==> config.mk <==
export PLATFORM = sky130hd
export DESIGN_NAME = bus_sizer
export DESIGN_NICKNAME = d
export VERILOG_FILES = /design/src/rtl/bsz_pkg.sv /design/src/rtl/bsz_seq.sv /design/src/rtl/bsz_lanes.sv /design/src/rtl/bsz_gather.sv /design/src/rtl/bus_sizer.sv
export SDC_FILE = /design/constraint.sdc
export NUM_CORES = 1
export LEC_CHECK = 0
export ABC_AREA = 1
export BUFFER_PORTS_ARGS = -buffer_cell sky130_fd_sc_hd__clkbuf_2
export CAP_MARGIN = 20
export CORE_AREA = 2 2 95 134
export CTS_CLUSTER_DIAMETER = 50
export CTS_CLUSTER_SIZE = 28
export DETAILED_ROUTE_END_ITERATION = 12
export DIE_AREA = 0 0 97 136
export PLACE_DENSITY = 0.85
export SYNTH_ARGS = -nofsm -noshare
export SYNTH_HDL_FRONTEND = slang
export SYNTH_SLANG_ARGS = --single-unit
==> constraint.sdc <==
create_clock -name clk -period 10.2 [get_ports clk]
set_clock_uncertainty 0.05 [all_clocks]
set_input_delay 0 -clock clk [delete_from_list [all_inputs] [get_ports clk]]
set_output_delay 0 -clock clk [all_outputs]
set_load 0.01 [all_outputs]
==> src/rtl/bsz_pkg.sv <==
package bsz_pkg;
  typedef enum logic [1:0] {ST_IDLE, ST_BUS, ST_FIN} bsz_state_e;

  localparam int          BUS_BYTES = 4;
  localparam logic [1:0] SZ_BYTE = 2'd0;
  localparam logic [1:0] SZ_HALF = 2'd1;
  localparam logic [1:0] SZ_WORD = 2'd2;
  localparam logic [1:0] PS_16   = 2'd1;
  localparam logic [1:0] PS_8    = 2'd2;

  // log2 of the effective port width in bytes
  function automatic logic [1:0] port_log(input logic [1:0] ps, input logic honour);
    if (!honour) return 2'd2;
    case (ps)
      PS_16:   return 2'd1;
      PS_8:    return 2'd0;
      default: return 2'd2;
    endcase
  endfunction
endpackage

==> src/rtl/bsz_seq.sv <==
module bsz_seq
  import bsz_pkg::*;
#(
  parameter int ADDR_W = 32
) (
  input  logic              clk,
  input  logic              rst,
  input  logic              req,
  input  logic              wr,
  input  logic [1:0]        size,
  input  logic [ADDR_W-1:0] addr,
  input  logic [31:0]       wdata,
  input  logic [1:0]        port_sz,
  input  logic              ctl_int,
  input  logic              ta,
  output logic              busy,
  output logic              done,
  output logic              err,
  output logic              bus_valid,
  output logic              bus_wr,
  output logic [ADDR_W-1:0] bus_addr,
  output logic [1:0]        offs,
  output logic [1:0]        bw_l,
  output logic [1:0]        plog,
  output logic [31:0]       op_wd,
  output logic              start,
  output logic              cap
);
  bsz_state_e        st;
  logic [ADDR_W-1:0] a_addr;
  logic [1:0]        a_sz, a_plog, beat, last, szl;
  logic              a_wr, a_err, mis, take;
  logic [31:0]       a_wd;
  logic [2:0]        nbeat;

  assign szl  = (size == 2'd3) ? SZ_WORD : size;
  assign mis  = (szl == SZ_WORD && addr[1:0] != 2'b00) || (szl == SZ_HALF && addr[0]);
  assign take = req && (st == ST_IDLE);

  // width of one bus cycle: smaller of operand and port
  assign bw_l  = (a_sz < a_plog) ? a_sz : a_plog;
  assign nbeat = 3'd1 << (a_sz - bw_l);
  assign last  = nbeat[1:0] - 2'd1;

  always_ff @(posedge clk) begin
    if (rst) begin
      st     <= ST_IDLE;
      beat   <= '0;
      a_err  <= 1'b0;
      a_addr <= '0;
      a_sz   <= '0;
      a_plog <= 2'd2;
      a_wr   <= 1'b0;
      a_wd   <= '0;
    end else begin
      case (st)
        ST_IDLE: if (req) begin
          a_err <= mis;
          beat  <= '0;
          if (mis) st <= ST_FIN;
          else begin
            st     <= ST_BUS;
            a_addr <= addr;
            a_sz   <= szl;
            a_plog <= port_log(port_sz, ctl_int);
            a_wr   <= wr;
            a_wd   <= wdata;
          end
        end
        ST_BUS: if (ta) begin
          if (beat == last) st <= ST_FIN;
          else beat <= beat + 2'd1;
        end
        default: st <= ST_IDLE;
      endcase
    end
  end

  assign offs      = a_addr[1:0] + (beat << bw_l);
  assign bus_addr  = {a_addr[ADDR_W-1:2], offs};
  assign bus_valid = (st == ST_BUS);
  assign busy      = bus_valid;
  assign bus_wr    = a_wr;
  assign plog      = a_plog;
  assign op_wd     = a_wd;
  assign done      = (st == ST_FIN);
  assign err       = done && a_err;
  assign start     = take && !mis;
  assign cap       = bus_valid && ta && !a_wr;

  assert_single_done_R1: assert property (@(posedge clk) disable iff (rst)
    done |=> !done);
  assert_misalign_abort_R2: assert property (@(posedge clk) disable iff (rst)
    (take && mis) |=> (done && err && !bus_valid));
  assert_hold_beat_R9: assert property (@(posedge clk) disable iff (rst)
    (bus_valid && !ta) |=> (bus_valid && $stable(bus_addr) && $stable(bw_l)));
endmodule

==> src/rtl/bsz_lanes.sv <==
module bsz_lanes
  import bsz_pkg::*;
(
  input  logic [1:0]  offs,
  input  logic [1:0]  bw_l,
  input  logic [1:0]  plog,
  input  logic [31:0] wd,
  output logic [1:0]  lstart,
  output logic [3:0]  be,
  output logic [31:0] wd_out
);
  logic [2:0] bw, pmask, ls;
  logic [7:0] opb [BUS_BYTES];

  assign bw     = 3'd1 << bw_l;
  assign pmask  = (3'd1 << plog) - 3'd1;
  assign ls     = {1'b0, offs} & pmask;
  assign lstart = ls[1:0];

  for (genvar l = 0; l < BUS_BYTES; l++) begin : g_lane
    logic       hit;
    logic [2:0] src;
    assign opb[l] = wd[31-8*l -: 8];
    assign hit    = (3'(l) >= ls) && (3'(l) < ls + bw);
    assign src    = {1'b0, offs} + 3'(l) - ls;
    assign be[BUS_BYTES-1-l]  = hit;
    assign wd_out[31-8*l -: 8] = hit ? opb[src[1:0]] : opb[l];
  end
endmodule

==> src/rtl/bsz_gather.sv <==
module bsz_gather
  import bsz_pkg::*;
(
  input  logic        clk,
  input  logic        rst,
  input  logic        clr,
  input  logic        cap,
  input  logic [1:0]  offs,
  input  logic [1:0]  bw_l,
  input  logic [1:0]  lstart,
  input  logic [31:0] lanes_in,
  output logic [31:0] rdata
);
  logic [2:0] bw;
  logic [7:0] lb [BUS_BYTES];
  logic [7:0] rb [BUS_BYTES];

  assign bw = 3'd1 << bw_l;

  for (genvar n = 0; n < BUS_BYTES; n++) begin : g_byte
    logic       hit;
    logic [2:0] lane;
    assign lb[n] = lanes_in[31-8*n -: 8];
    assign hit   = (3'(n) >= {1'b0, offs}) && (3'(n) < {1'b0, offs} + bw);
    assign lane  = {1'b0, lstart} + 3'(n) - {1'b0, offs};
    always_ff @(posedge clk) begin
      if (rst || clr)     rb[n] <= '0;
      else if (cap && hit) rb[n] <= lb[lane[1:0]];
    end
    assign rdata[31-8*n -: 8] = rb[n];
  end
endmodule

==> src/rtl/bus_sizer.sv <==
module bus_sizer
  import bsz_pkg::*;
#(
  parameter int ADDR_W = 32
) (
  input  logic              clk,
  input  logic              rst,
  input  logic              req,
  input  logic              wr,
  input  logic [1:0]        size,
  input  logic [ADDR_W-1:0] addr,
  input  logic [31:0]       wdata,
  input  logic [1:0]        port_sz,
  input  logic              ctl_int,
  output logic              busy,
  output logic              done,
  output logic              err,
  output logic [31:0]       rdata,
  output logic              bus_valid,
  output logic              bus_wr,
  output logic [ADDR_W-1:0] bus_addr,
  output logic [1:0]        bus_size,
  output logic [3:0]        bus_be,
  output logic [31:0]       bus_wdata,
  input  logic [31:0]       bus_rdata,
  input  logic              ta
);
  logic [1:0]  offs, bw_l, plog, lstart;
  logic [31:0] op_wd;
  logic        start, cap;

  bsz_seq #(.ADDR_W(ADDR_W)) u_seq (
    .clk, .rst, .req, .wr, .size, .addr, .wdata, .port_sz, .ctl_int, .ta,
    .busy, .done, .err, .bus_valid, .bus_wr, .bus_addr,
    .offs, .bw_l, .plog, .op_wd, .start, .cap
  );

  bsz_lanes u_lanes (
    .offs, .bw_l, .plog, .wd(op_wd), .lstart, .be(bus_be), .wd_out(bus_wdata)
  );

  bsz_gather u_gather (
    .clk, .rst, .clr(start), .cap, .offs, .bw_l, .lstart,
    .lanes_in(bus_rdata), .rdata
  );

  assign bus_size = bw_l;

  assert_lanes16_R4: assert property (@(posedge clk) disable iff (rst)
    (bus_valid && plog == 2'd1) |-> (bus_be[1:0] == 2'b00));
  assert_lanes8_R5: assert property (@(posedge clk) disable iff (rst)
    (bus_valid && plog == 2'd0) |-> (bus_be[2:0] == 3'b000));
  assert_be_count_R10: assert property (@(posedge clk) disable iff (rst)
    bus_valid |-> ($countones(bus_be) == (1 << bus_size)));
endmodule

==> reports/metrics.cfg, run 1 <==
[layout]
multi_input_area_sq_mm=0.00317
final_util=0.688
syn_to_final_growth_pct=28.1
n_fill_cell=994
seq_area_sq_mm=0.00244
drive_above_1_share=0.224
final_cells=1360
final_common_cell=nand2_1
nets=1321
layout_common_cells=nand2_1, clkbuf_2, o21ai_0

[setup_path]
crit_fanout=11
critical_path_class=flip-flop to output port
cp-end-kind=output port
cp.required_ns=10.15
worstPathArrival_ns=4.77
worst_setup_path_start_kind=flip-flop

[timing]
hold_violations=0
fin_crit_sh=0.473
fmax_ghz=0.207
max_slew.worst_pin.slew_ns=1.08
setup_viol=0
rsz0062_at_grt=false
slew_viol_final=0
fin_setup_tns_ns=0
max_slew_margin=0.279
timing.final.crit_period_ns=4.82

[clock_network]
htree_levels=3
post_cts_resized=0
cts_tree=built
clockBufferDepth=2
clock_sinks=106
post-cts-setup-buffers=0
path_clk_slew_ns=0.07
root_buffer=clkbuf_16
postCtsHoldBufs=71
insertion_delay_ns=0.35
cts_buffers=9

[yosys]
synth_xor_area_frac=0.00540
yosys_register_bits=106
synthFlopType=dfxtp_1
postSynthAreaPerCell_sq_um=6.57
synth_compound_area_frac=0.158
yosysWarningCount=0
syn_inst=986
synthSimpleGateAreaFrac=0.304
synth.mux.area_fraction=0
netlist-cell-type-count=34
synthAdderAreaFrac=0.0224
yosysTopAreaCell=dfxtp_1
synth_top_family_by_area=simple AND/OR/NAND/NOR gates
synth-edff-count=32
synth_nets=1103
yosysSeqAreaShare=0.377
netlist_area_sq_mm=0.00648
synth.area.top_cells=dfxtp_1, nand2_1, edfxtp_1, o21ai_0, nor2_1
yosysTopAreaCellShare=0.229
synth-async-reset-ratio=0

[routing]
wl_per_cell_microns=15.1
drc_errors=0
drt-total-wl_microns=20500
drtIter0Drc=580
vias_per_cell=5.29
antenna_left=0
vias=7198
dr.pass1.iters=5

[hold_path]
worstHoldPathType=primary input to flip-flop

[power_and_ir_drop]
power_density_mw_per_mm2=156
p_sw_frac=0.363
p_comb_frac=0.334
power.share.clock=0.282
ir_drop_mv=0.101
p_switching_uw=469
leakagePower_uw=0.00445
power.internal_uw=824
seqPwrFrac=0.384

[run]
drv_cap=0

[floorplan]
coreArea_sq_mm=0.0121
io_pins=213
die_y_microns=136
die_w_microns=97
rows=48
start_util=0.537
dieArea_sq_mm=0.0132

[global_route]
grt_pass1_wl_microns=32100
grt_max_degree=85
antenna_found_initial=0
overflow=0
grt_use_total=0.303
grt_pass1_vias=6728

[placed_design]
place_congestion=0.927
placed_cells=1272
hpwl_microns=13500
portBuffers=212

[outcome]
outcome=completed

final timing paths:
check / slack [ns] / depth (start not counted) / endpoint / startpoint
hold reg to reg: 0.42 / 2 / u_seq.a_err / u_seq.a_err
setup reg to reg: 6.15 / 17 / u_gather.rb[2][5] / u_seq.plog[1]
hold / removal: 0.01 / 4 / u_seq.plog[1] / port_sz[0]
setup / recovery: 5.38 / 25 / bus_wdata[31] / u_seq.plog[1]
per-stage QoR:
step                hold slack [ns]  worst slack, ns  cell area, sq um  total power, uW
floorplan                    0.0191             6.67              6480              783
global placement              0.172             6.03              7290              896
detailed placement            0.178             5.88              7290              902
CTS                          0.0143             5.43              8300             1280
global route                 0.0432             5.03              8300             1360
finish                       0.0116             5.38              8310             1290
cells in the mapped netlist (10+ instances only):
library cell and instances:
inv_2 13, buf_2 11, clkbuf_1 27, dfxtp_1 74, edfxtp_1 32, ha_1 10, nand2_1 289, nand3_1 20
inv_1 88, o21ai_0 152, buf_4 40, a21oi_1 37, nor2_1 142
critical path: stages, from the launching register on:
cell and delay, ns:
dfxtp_1 0.32, inv_1 0.23, ha_1 0.29, o21ai_2 0.15, nand2_2 0.10, inv_1 0.11, nor3_1 0.08, ha_1 0.20
xnor2_1 0.28, inv_2 0.10, nand2_4 0.12, nand2_4 0.09, nor2_2 0.19, inv_2 0.10, fa_1 0.45, inv_1 0.07
nand2_1 0.05, nand2_1 0.34, inv_2 0.18, nand2_1 0.13, or2_1 0.14, nand3_4 0.16, inv_2 0.24, nand2_1 0.08
nand2_1 0.07, clkbuf_2 0.15
metal layers:
| metal | vias up | global-route usage | wire length, microns |
|---|---|---|---|
| met1 | 3160 | 0.333 | 7280 |
| met3 | 89 | 0.0488 | 1640 |
| met2 | 426 | 0.553 | 10400 |
| met5 | - | 0 | 0 |
| met4 | 0 | 0.171 | 1140 |
| li1 | 3523 | - | - |
registers in the layout, summed over array words and instances (netlist names):
register,cells
u_gather.rb,32
u_seq.op_wd,32
u_seq.st,2
u_seq.a_sz,2
u_seq.plog,2
u_seq.beat,2
u_seq.a_addr,32
u_seq.a_err,1
u_seq.bus_wr,1
logic make-up after synthesis:
| group | count (synthesis) |
|---|---|
| AND/OR/NAND/NOR | 483 |
| flip-flops | 106 |
| AO/OA/AOI/OAI | 199 |
| buffers and inverters | 183 |
| XOR/XNOR | 4 |
| adder cells (fa/ha/maj) | 11 |
layout make-up:
cell class                 instances  area share
multi-input combinational        697       0.382
clock buffer                      11      0.0285
inverter                         102      0.0464
clock inverter                     5     0.00813
tap                              150      0.0226
antenna                            1    0.000301
sequential                       106       0.294
timing repair buffer             288       0.218
power by group through the flow:
stage | Combinational [uW] | Sequential (uW) | Clock [uW]
finish | 431 | 497 | 365
global route | 474 | 501 | 383
CTS | 421 | 496 | 367
detailed placement | 398 | 505 | 0
global placement | 391 | 505 | 0
floorplan | 279 | 503 | 0
(Power assumes the default switching activity.)
==> run 2: changes to the inputs <==
CORE_AREA = 2 2 98 138   (was 2 2 95 134)
DIE_AREA = 0 0 100 140   (was 0 0 97 136)
PLACE_DENSITY = 0.8   (was 0.85)
clock period = 4.6 ns   (was 10.2 ns; I/O delays follow)
==> run 2 against run 1 <==
Clock power grew 120%. Die area increased by 6.1%. Global-route usage is 0.63 points lower. Hold slack worse by 0.0069 ns. Largest cell class unchanged.
==> reports/metrics.cfg, run 2 (synthesis gave the netlist of run 1 again) <==
[outcome]
outcome=completed

[timing]
max_slew.worst_pin.slew_ns=0.971
slew_viol_final=0
setup_viol=0
fin_setup_tns_ns=0
max_slew_margin=0.352
hold_violations=0
fmax_ghz=0.233
rsz0062_at_grt=false
timing.final.crit_period_ns=4.29
fin_crit_sh=0.933

[clock_network]
htree_levels=3
post-cts-setup-buffers=0
path_clk_slew_ns=0.08
root_buffer=clkbuf_16
clockBufferDepth=2
insertion_delay_ns=0.36
clock_sinks=106
cts_buffers=9
cts_tree=built

[layout]
layout_common_cells=nand2_1, clkbuf_2, o21ai_0
syn_to_final_growth_pct=29.0
n_antenna_cell=0
nets=1324
drive_above_1_share=0.230
final_util=0.656
final_common_cell=nand2_1
n_fill_cell=1114

[power_and_ir_drop]
power_density_mw_per_mm2=345
power.internal_uw=1820
power.share.clock=0.281
leakagePower_uw=0.00447
ir_drop_mv=0.234
p_sw_frac=0.368
p_switching_uw=1060
p_comb_frac=0.336
seqPwrFrac=0.383

[global_route]
grt_pass1_wl_microns=32500
grt_use_met3=0.0444
grt_use_met1=0.318
use_met2=0.539
top_usage_layer=met2
antenna_found_initial=0
grt_pass1_vias=6773
grt_max_degree=84
overflow=0
grt_use_total=0.296

[placed_design]
portBuffers=212
hpwl_microns=14000
place_congestion=0.899

[floorplan]
io_pins=213
start_util=0.508
die_w_microns=100
rows=49
coreArea_sq_mm=0.0128
dieArea_sq_mm=0.0140
die_y_microns=140

[routing]
antenna_left=0
wl_per_cell_microns=15.3
vias=7220
drt-total-wl_microns=20800
drc_errors=0
drtIter0Drc=506
dr.pass1.iters=5
vias_per_cell=5.29

[setup_path]
critical_path.max_stage_delay_ns=0.46
slowest_stage=fa_1
cp.required_ns=4.55
crit_fanout=9
cp-end-kind=output port
critical_path_class=flip-flop to output port
worstPathArrival_ns=4.24
worst_setup_path_start_kind=flip-flop

[hold_path]
worstHoldPathType=primary input to flip-flop

[run]
drv_cap=0

## run 2: power by group through the flow
stage / logic [uW] / registers, uW / clock network, uW
finish: 969 / 1100 / 811
global placement: 872 / 1120 / 0
CTS: 941 / 1100 / 819
floorplan: 620 / 1120 / 0
global route: 1060 / 1110 / 857
detailed placement: 889 / 1120 / 0
## run 2: critical path: cells and delay by family (launching register included)
kind	cells	cell delay, ns
AOI/OAI and AO/OA	1	0.15
xor gates and xnor gates	1	0.18
adders and majority gates	3	0.99
buffers and inverters	8	0.87
DFF	1	0.37
and+or+nand+nor	12	1.32
## run 2: worst paths after layout
kind	to	from	cells after the start	slack (ns)
hold reg to reg	u_seq.a_err	u_seq.a_err	2	0.43
setup reg to reg	u_gather.rb[2][2]	u_seq.plog[1]	18	1.19
hold / removal	u_seq.st[0]	ta	4	0.005
setup / recovery	bus_wdata[25]	u_seq.plog[1]	25	0.31
## run 2: layer usage
layer,vias up,wire (microns)
met5,-,0
li1,3524,-
met4,0,1070
met2,392,10800
met1,3231,7450
met3,73,1560
## run 2: final cells by class
type / instances / area, sq um / share of cell area
multi-input combinational: 697 / 3190 / 0.381
sequential: 106 / 2440 / 0.292
timing repair buffer: 291 / 1830 / 0.219
inverter: 102 / 390 / 0.0467
clock buffer: 11 / 264 / 0.0316
tap: 153 / 191 / 0.0229
clock inverter: 5 / 52.6 / 0.00628
## run 2: repair_timing
item                                   CTS  global route
endpoints found under the hold margin   73             0
gates resized for setup                  0             6
setup endpoints to repair                0            25
hold buffers                            71             0
## run 2: stage by stage
| stage | cell area, sq um | hold WS (ns) | power [uW] | std cells | setup slack (ns) |
|---|---|---|---|---|---|
| after floorplan | 6480 | 0.0191 | 1740 | 986 | 1.07 |
| after global placement | 7310 | 0.170 | 1990 | 1278 | 0.616 |
| after detailed placement | 7310 | 0.179 | 2010 | 1278 | 0.422 |
| after CTS | 8340 | 0.000574 | 2860 | 1365 | 0.0573 |
| after global routing | 8360 | 0.0448 | 3030 | 1365 | 0.0132 |
| final | 8360 | 0.00468 | 2880 | 1365 | 0.310 |
